File: config.mk
export PLATFORM = sky130hd
export DESIGN_NAME = adc_scan_seq
export DESIGN_NICKNAME = d
export VERILOG_FILES = /design/src/rtl/adc_scan_seq.sv
export SDC_FILE = /design/constraint.sdc
export NUM_CORES = 1
export LEC_CHECK = 0
export ABC_AREA = 1
export BUFFER_PORTS_ARGS = -buffer_cell sky130_fd_sc_hd__clkbuf_2
export CAP_MARGIN = 10
export CORE_MARGIN = 1
export CORE_UTILIZATION = 51
export DETAILED_ROUTE_END_ITERATION = 12
export GPL_TIMING_DRIVEN = 0
export PLACE_DENSITY = 0.75
export SYNTH_ARGS = -nofsm -noshare
export SYNTH_HDL_FRONTEND = slang
export SYNTH_SLANG_ARGS = --single-unit
File: constraint.sdc
create_clock -name clk -period 2.6 [get_ports clk]
set_input_delay 0.26 -clock clk [delete_from_list [all_inputs] [get_ports clk]]
set_output_delay 0.26 -clock clk [all_outputs]
set_load 0.005 [all_outputs]
File: src/rtl/adc_scan_seq.sv
module adc_scan_seq #(
  parameter int CH_W   = 4,
  parameter int DATA_W = 16
) (
  input  logic              clk,
  input  logic              rst_n,
  input  logic              scan_en,
  input  logic              clk_trig_en,
  input  logic              sw_start,
  input  logic              trig_clk,
  input  logic              range_wr,
  input  logic [CH_W-1:0]   range_lo,
  input  logic [CH_W-1:0]   range_hi,
  output logic              busy,
  output logic              conv_start,
  output logic [CH_W-1:0]   conv_chan,
  input  logic              conv_done,
  input  logic [DATA_W-1:0] conv_data,
  output logic              fifo_wr,
  output logic [DATA_W-1:0] fifo_data
);

  logic              busy_q, start_q, wr_q, scan_q;
  logic [CH_W-1:0]   lo_q, hi_q, ptr_q, chan_q;
  logic [DATA_W-1:0] data_q;

  wire            trig    = clk_trig_en ? trig_clk : sw_start;
  wire [CH_W-1:0] top     = (lo_q > hi_q) ? lo_q : hi_q;
  wire            last    = (chan_q >= top);
  wire [CH_W-1:0] chan_nx = last ? lo_q : chan_q + 1'b1;

  always_ff @(posedge clk) begin
    if (!rst_n) begin
      busy_q  <= 1'b0;
      start_q <= 1'b0;
      wr_q    <= 1'b0;
      scan_q  <= 1'b0;
      lo_q    <= '0;
      hi_q    <= '0;
      ptr_q   <= '0;
      chan_q  <= '0;
      data_q  <= '0;
    end else begin
      start_q <= 1'b0;
      wr_q    <= 1'b0;
      if (!busy_q) begin
        if (trig) begin
          busy_q  <= 1'b1;
          start_q <= 1'b1;
          scan_q  <= scan_en;
          chan_q  <= scan_en ? lo_q : ptr_q;
        end
      end else if (conv_done) begin
        wr_q   <= 1'b1;
        data_q <= conv_data;
        if (scan_q && !last) begin
          chan_q  <= chan_nx;
          start_q <= 1'b1;
        end else begin
          busy_q <= 1'b0;
          if (!scan_q) ptr_q <= chan_nx;
        end
      end
      if (range_wr) begin
        lo_q  <= range_lo;
        hi_q  <= range_hi;
        ptr_q <= range_lo;
      end
    end
  end

  assign busy       = busy_q;
  assign conv_start = start_q;
  assign conv_chan  = chan_q;
  assign fifo_wr    = wr_q;
  assign fifo_data  = data_q;

endmodule

# After elaboration in Yosys (flattened, before gate mapping)
# Index checks and enable logic that the tools add are counted.
# word_totals
rom_bits	0
register_bits	36
latchBits	0
mem_count	0
word_cells	47
mem_bits_rw	0
inputBits	32
# classes
addsub	1
n_bitwise	1
div	0
n_mul	0
shift	0
eq_ne	4
mux	20
order_cmp	2
n_reduce_logical	10
# ops
cell	n
$mux W4	12
$mux W1	8
$ne A2 B2 Y1 const B	3
$reduce_and A2 Y1	3
$reduce_bool A2 Y1	3
$add A4 B1 Y4 const B	1
$ge A4 B4 Y1	1
$gt A4 B4 Y1	1
$reduce_and A4 Y1	1
$reduce_and A3 Y1	1
$ne A2 B1 Y1 const B	1
$logic_and A1 B1 Y1	1
$logic_not A1 Y1	1
$not A1 Y1	1

# Longest topological paths before layout
# Gate-level depths: netlist of the first run.
# depth
ltp_word	9
ltp_mapped	19
mapped_depth_nobuf	19

# Worst setup path before layout of the first run
# OpenSTA, ideal clock, no wires.
# synth_path
path_kind	reg-to-reg
from	register hi_q[1]
to	register chan_q[2], in the netlist conv_chan[2]
setup_ns	0.111
synth_period_minus_slack_ns	2.294
t_arrival_ns	2.182
path_stages_with_launch	14
path_slack_ns	0.306
required_ns	2.489
n_path_buf	0
cell_sequence	dfxtp_1 inv_1 ha_1 a21oi_1 o21ai_0 o21ai_1 o21ai_0 ha_1 a21oi_4 nand4_4 nand2_4 nand2_1 nor2_1 nor2_1
# synth_via
elab_chain_cells	7
# synth_lines
element	line	rtl
from (decl)	24	logic [CH_W-1:0] lo_q, hi_q, ptr_q, chan_q;
from (signal assigned)	66	hi_q <= range_hi;
$gt A4 B4 Y1	28	wire [CH_W-1:0] top = (lo_q > hi_q) ? lo_q : hi_q;
$mux W4 (*)	28	
$ge A4 B4 Y1 (*)	29	wire last = (chan_q >= top);
$mux W4 / $logic_not A1 Y1 (equally long branches)	30, 56	
$mux W4 / $logic_and A1 B1 Y1 (equally long branches)	56	if (scan_q && !last) begin
$mux W4 / $ne A2 B1 Y1 (equally long branches)	n/a	
$mux W4 / $reduce_and A3 Y1 (equally long branches)	n/a	
to (signal assigned)	51	chan_q <= scan_en ? lo_q : ptr_q;
to (signal assigned)	57	chan_q <= chan_nx;
to (decl)	24	
# Every way passes the cells marked *; elsewhere a longest branch is shown, timed or not. The select of a mux whose other input is x is not followed.
# A chain may end at the register's enable or synchronous reset.

# Final worst setup path of the first run
# layout_path
from	register lo_q[2]
to	register chan_q[2], in the netlist conv_chan[2]
# layout_via
elab_chain_cells	7
# layout_lines
element	line	rtl
from (decl)	24	
from (signal assigned)	65	lo_q <= range_lo;
$gt A4 B4 Y1	28	
$mux W4	28	
$ge A4 B4 Y1	29	
$mux W4 / $logic_not A1 Y1 (equally long branches)	30, 56	
$mux W4 / $logic_and A1 B1 Y1 (equally long branches)	56	
$mux W4 / $ne A2 B1 Y1 (equally long branches)	n/a	
$mux W4 / $reduce_and A3 Y1 (equally long branches)	n/a	
# Several ways; a longest one is shown, not always the timed one. The select of a mux whose other input is x is not followed.

==> results of run 1 <==
## logic make-up (layout without fill, tap and decap cells)
kind of cell / Yosys count / after routing / share of synthesized area [%]
AO/OA/AOI/OAI: 58 / 58 / 18.1
XOR/XNOR: 1 / 1 / 0.488
adder cells (fa/ha/maj): 9 / 9 / 6.27
buffers and inverters: 29 / 91 / 6.76
flip-flops: 36 / 36 / 40.1
multiplexers: 1 / 1 / 0.627
AND/OR/NAND/NOR: 108 / 108 / 27.6
## power breakdown
part | internal, uW | switching, uW | total, uW
sequential | 597 | 33.2 | 630
clock | 200 | 187 | 387
combinational | 180 | 267 | 447
## worst max-delay path: stages, from the launching register on
cell     delay (ns)
dfxtp_1        0.39
ha_1           0.32
nand2_2        0.08
o21ai_2        0.18
o21ai_4        0.11
nand2_1        0.07
o21ai_1        0.07
ha_1           0.37
a21oi_4        0.28
nand4_4        0.20
nand2_4        0.11
nand2_1        0.05
nor2_1         0.09
nor2_1         0.05
## what timing repair did
action	4_1_cts	5_1_grt
pin swaps	0	6
gates resized for setup	1	10
setup buffers	0	1
setup endpoints to repair	3	9
## per-layer routing
metal	track usage [%]	share of wire, %	wire length (um)
met5	0	0	0
met4	8.89	1.5	56
met3	6.93	5.0	190
met2	37.4	47	1790
met1	29.6	47	1800
## cells in the final DEF, fill, tap and decap left out, drive strengths merged
cell type and n:
nand2 48, clkbuf 60, o211ai 1, mux2 1
nor2 41, inv 20, dfxtp 36, nand4 5
clkinv 2, ha 9, bufinv 1, xor2 1
o21ai 35, a31oi 2, nand3 12, nand3b 2
buf 7, a21oi 20, clkinvlp 1
## cell type report
type	instances	area (sq um)
Inverter	21	81.3
Clock inverter	3	42.5
Buffer	8	40.0
Tap cell	46	57.6
Fill cell	362	1120
Multi-Input combinational cell	177	987
Clock buffer	5	37.5
Timing Repair Buffer	54	273
Sequential cell	36	722
## worst max-delay path by stage
stage              endpoint     from  cells after the start
2_1_floorplan  conv_chan[2]  hi_q[1]                     13
3_3_place_gp   conv_chan[2]  lo_q[3]                     12
3_5_place_dp   conv_chan[0]  lo_q[3]                     13
4_1_cts        conv_chan[0]  lo_q[3]                     13
5_1_grt        conv_chan[0]  hi_q[3]                     16
6_report       conv_chan[2]  lo_q[2]                     13
## state kept, by name (all words and copies together) (netlist names)
register / cells
busy: 1
conv_chan: 4
conv_start: 1
fifo_data: 16
fifo_wr: 1
hi_q: 4
lo_q: 4
ptr_q: 4
scan_q: 1
## metrics by stage
step	hold slack, ns	total power (uW)	setup TNS, ns	utilization (%)
after floorplan	0.395	945	0	-
after global placement	0.450	1050	0	63.0
after detailed placement	0.457	1060	-0.0127	63.0
after CTS	0.149	1450	0	65.5
after global routing	0.151	1570	-0.00885	66.6
final	0.152	1460	0	66.6
==> impl_metrics.tcl, run 1 <==
set metrics [dict create \
    initial_core_util_pct 53.4 \
    yosys.area.top_type_share_pct 40.1 \
    netlist_instances 242 \
    grt.total_usage_pct 23.3 \
    cp-start-kind "flip-flop" \
    dp_worst_setup_slack_ns -0.00785 \
    yosysWarnings 0 \
    yosysTopAreaCell "dfxtp_1" \
    wl_per_cell_um 11.0 \
    antennaDiodeCount 0 \
    clk_latency_ns 0.34 \
    irDropWorstVdd_mv 0.489 \
    drc 0 \
    grt_first_pass_wirelength_um 6500 \
    design.core.area_sq_um 3360 \
    htreeDepth 2 \
    hpwlAfterDp_um 3010 \
    holdPathEnd "lo_q[3]" \
    io_buffers 53 \
    fin_crit_ns 2.45 \
    io_pins 55 \
    stdcell_count 350 \
    grt_pass1_vias 1576 \
    fmax_ghz 0.407 \
    end_kind "flip-flop" \
    cp_data_required_time_ns 2.84 \
    clk_pin_slew_ns 0.11 \
    num_vias 1726 \
    r2r_end "conv_chan[2]" \
    grt_antenna_before_repair 0 \
    drt_iter0_markers 54 \
    numCtsBuffers 5 \
    area_growth_pct 24.7 \
    ys_ff_latch 36 \
    gp_congestion 0.813 \
    finalHoldViolCount 0 \
    critPathMaxFanout 8 \
    min-delay-path-class "primary input to flip-flop" \
    first_pass_iters 4 \
    die_area_sq_um 3760 \
    synth_area_leaders "dfxtp_1, nand2_1, nor2_1" \
    finalCritPeriodShare_pct 94.4 \
    fin_skew_ns 0.00855 \
    ff2ff_setup_slack_ns 0.15 \
    nNetsFinal 344 \
    async_reset_ff_share_pct 0 \
    ys_seq_area_share_pct 40.1 \
    stdcell_area_sq_um 2240 \
    synth_common_cells "nand2_1, nor2_1, dfxtp_1" \
    slew_viol_final 0 \
    synth_ff_type "dfxtp_1" \
    arrival_ns 2.70 \
    dp.cells 341 \
    yosysMostFrequentCell "nand2_1" \
    setup_violations 0 \
    clock_path_buffers 2 \
    min_from "range_lo[3]" \
    detail-route-antenna-nets 0 \
    dpl_cell_area_sq_um 2120 \
    viasPerCell 4.93 \
    status "finished, final reports clean" \
    syn_area_per_cell_sq_um 7.42 \
    grt_max_degree 13 \
    holdPathStages 3 \
    synth_edf_count 0 \
    cts_tree "yes" \
    synth.cell_area_sq_um 1800 \
    synth_fp_nets 283 \
    root_buffer "clkbuf_4" \
    die_w_um 61.4 \
    grt_overflow 0 \
    clkSinkCount 36 \
    fp.dieH_um 61.4 \
    reg2reg_depth 13 \
    powerDensity_nw_per_um2 653 \
    maxSlewHeadroom_pct 75.2 \
    worstMarginPinSlew_ns 0.372 \
    reg2reg_from "lo_q[2]" \
    p_leak_uw 0.00108 \
    setup_slack_ns 0.146 \
    path_class "flip-flop to flip-flop" \
    synthDistinctLibCells 28 \
    drive_gt1_share_pct 29.9 \
    cts_hold_buf 0 \
    cap_violations 0 \
    num_rows 21 \
    wirelength_um 3840 \
]
Power figures use the tool's default switching activity.
==> run 2, diff against run 1 <==
--- a/config.mk
+++ b/config.mk
@@ -9,10 +9,10 @@
 export BUFFER_PORTS_ARGS = -buffer_cell sky130_fd_sc_hd__clkbuf_2
 export CAP_MARGIN = 10
 export CORE_MARGIN = 1
-export CORE_UTILIZATION = 51
+export CORE_UTILIZATION = 54
 export DETAILED_ROUTE_END_ITERATION = 12
 export GPL_TIMING_DRIVEN = 0
-export PLACE_DENSITY = 0.75
+export PLACE_DENSITY = 0.79
 export SYNTH_ARGS = -nofsm -noshare
 export SYNTH_HDL_FRONTEND = slang
 export SYNTH_SLANG_ARGS = --single-unit
==> constraint.sdc (replaced) <==
create_clock -name clk -period 3.1 [get_ports clk]
set_input_delay 0.31 -clock clk [delete_from_list [all_inputs] [get_ports clk]]
set_output_delay 0.31 -clock clk [all_outputs]
set_load 0.005 [all_outputs]
==> run 2 against run 1 <==
- core utilization is 3.4 points higher
- critical path depth is 1 lower
- cell count is 0.86% lower
- global-route usage is 1.1 points higher
- power is 23% lower
- clock power is 35% lower
- via count hardly changed
- register-to-register slack better by 0.31 ns
- combinational power is 21% lower
- sequential power is 16% lower
- critical endpoint unchanged
- largest cell class unchanged
- highest routed layer unchanged
==> impl_metrics.tcl, run 2 (same netlist as run 1, synthesis figures left out) <==
set metrics [dict create \
    status "finished, final reports clean" \
    wirelength_um 3890 \
    clk_latency_ns 0.35 \
    io_buffers 53 \
    crit_start "lo_q[3]" \
    worstMarginPinSlew_ns 0.472 \
    cp_cell_sequence "ha_1 > a21oi_1 > o21ai_0 > o21ai_1 > o21ai_0 > ha_1 > a21oi_4 > nand4_4 > nand2_4 > nand2_1 > nor2_1 > nor2_1" \
    r2r_end "conv_chan[2]" \
    die_area_sq_um 3560 \
    cp-start-kind "flip-flop" \
    fin_skew_ns 0.00687 \
    nNetsFinal 343 \
    holdPathEnd "hi_q[0]" \
    grt_first_pass_wirelength_um 6500 \
    critPathSlowestCell "dfxtp_1" \
    reg2reg_depth 12 \
    initial_core_util_pct 57.9 \
    tns_ns 0 \
    maxSlewHeadroom_pct 68.3 \
    finalCritPeriodShare_pct 85.2 \
    clock_path_buffers 2 \
    cap_violations 0 \
    htreeDepth 2 \
    cp_data_required_time_ns 3.35 \
    use_met2_pct 39.4 \
    largest_reg_flops 16 \
    critPathMaxFanout 8 \
    reg2reg_from "lo_q[3]" \
    num_vias 1725 \
    post_cts_buffers 0 \
    holdPathStages 3 \
    irDropWorstVdd_mv 0.294 \
    num_rows 20 \
    post_cts_resized 0 \
    cts_tree "yes" \
    area_growth_pct 21.0 \
    stdcell_count 347 \
    grt-busiest-layer "met2" \
    clkSinkCount 36 \
    fmax_ghz 0.378 \
    drt_iter0_markers 75 \
    drc 0 \
    clk_pin_slew_ns 0.11 \
    finalHoldViolCount 0 \
    cts_hold_buf 0 \
    grt_overflow 0 \
    antennaDiodeCount 0 \
    wl_per_cell_um 11.2 \
    cpPeakStageDelay_ns 0.44 \
    hpwlAfterDp_um 3020 \
    setup_violations 0 \
    grt.total_usage_pct 24.4 \
    gp_congestion 0.808 \
    design.core.area_sq_um 3100 \
    final_common_cell "clkbuf_2" \
    ff2ff_setup_slack_ns 0.46 \
    min_from "range_hi[0]" \
    numCtsBuffers 5 \
    fin_crit_ns 2.64 \
    dp.cells 339 \
    arrival_ns 2.90 \
    grt_pass1_vias 1487 \
    grt_antenna_before_repair 0 \
    end_kind "flip-flop" \
    grt_setup_unrepaired "false" \
    die_w_um 59.7 \
    drive_gt1_share_pct 27.1 \
    powerDensity_nw_per_um2 520 \
    io_pins 55 \
    slew_viol_final 0 \
    fp.dieH_um 59.7 \
    most-common-layout-cells "clkbuf_2, nand2_1, nor2_1" \
    first_pass_iters 4 \
    gr-usage-met1_pct 31.8 \
    path_class "flip-flop to flip-flop" \
    viasPerCell 4.97 \
    grt_max_degree 13 \
    min-delay-path-class "primary input to flip-flop" \
    root_buffer "clkbuf_4" \
    detail-route-antenna-nets 0 \
    p_leak_uw 0.00107 \
    grt_util_met3_pct 6.06 \
]
## run 2: cell count changes in the layout (fill, tap and decap cells not counted), sizes merged
cell / delta
clkinvlp: -1
buf: -1
clkinv: +2
bufinv: -1
## run 2: how the worst max path moves through the flow
stage / to / cells after the start
2_1_floorplan: conv_chan[2] / 13
3_3_place_gp: conv_chan[2] / 12
3_5_place_dp: conv_chan[2] / 12
4_1_cts: conv_chan[2] / 12
5_1_grt: conv_chan[2] / 12
6_report: conv_chan[2] / 12
## run 2: final cells by class
type                            count  area [sq um]
Timing Repair Buffer               53           265
Buffer                              8          40.0
Tap cell                           44          55.1
Multi-Input combinational cell    177           955
Sequential cell                    36           721
Clock inverter                      3          18.8
Fill cell                         297           930
Inverter                           21          81.3
Clock buffer                        5          37.5
## run 2: where the power goes
part	switching [uW]	leakage [uW]	total [uW]	internal (uW)
Combinational	212	0.000734	352	140
Clock	164	0.0000349	251	87.0
Sequential	27.5	0.000296	528	500
Total	404	0.00107	1130	727
## run 2: layer usage
metal | up-vias | part of all wire [%]
li1 | 918 | -
met1 | 747 | 47
met2 | 53 | 46
met3 | 7 | 4.9
met4 | 0 | 1.4
met5 | - | 0
## run 2: worst max-delay path, delay by kind of cell, from the launching register on
kind / cells / cell delay [ns]
and+or+nand+nor: 5 / 0.50
AOI/OAI and AO/OA: 5 / 0.97
adders and majority gates: 2 / 0.65
DFF: 1 / 0.44
## run 2: metrics by stage
step / cell area, sq um / hold WS (ns) / util [%] / total power (uW) / setup slack, ns
CTS: 2170 / 0.178 / 70.0 / 1140 / 0.463
global route: 2170 / 0.174 / 70.0 / 1220 / 0.236
floorplan: 1800 / 0.440 / - / 793 / 0.806
detailed placement: 2120 / 0.472 / 68.2 / 891 / 0.472
finish: 2170 / 0.187 / 70.0 / 1130 / 0.458
global placement: 2120 / 0.451 / 68.2 / 883 / 0.515
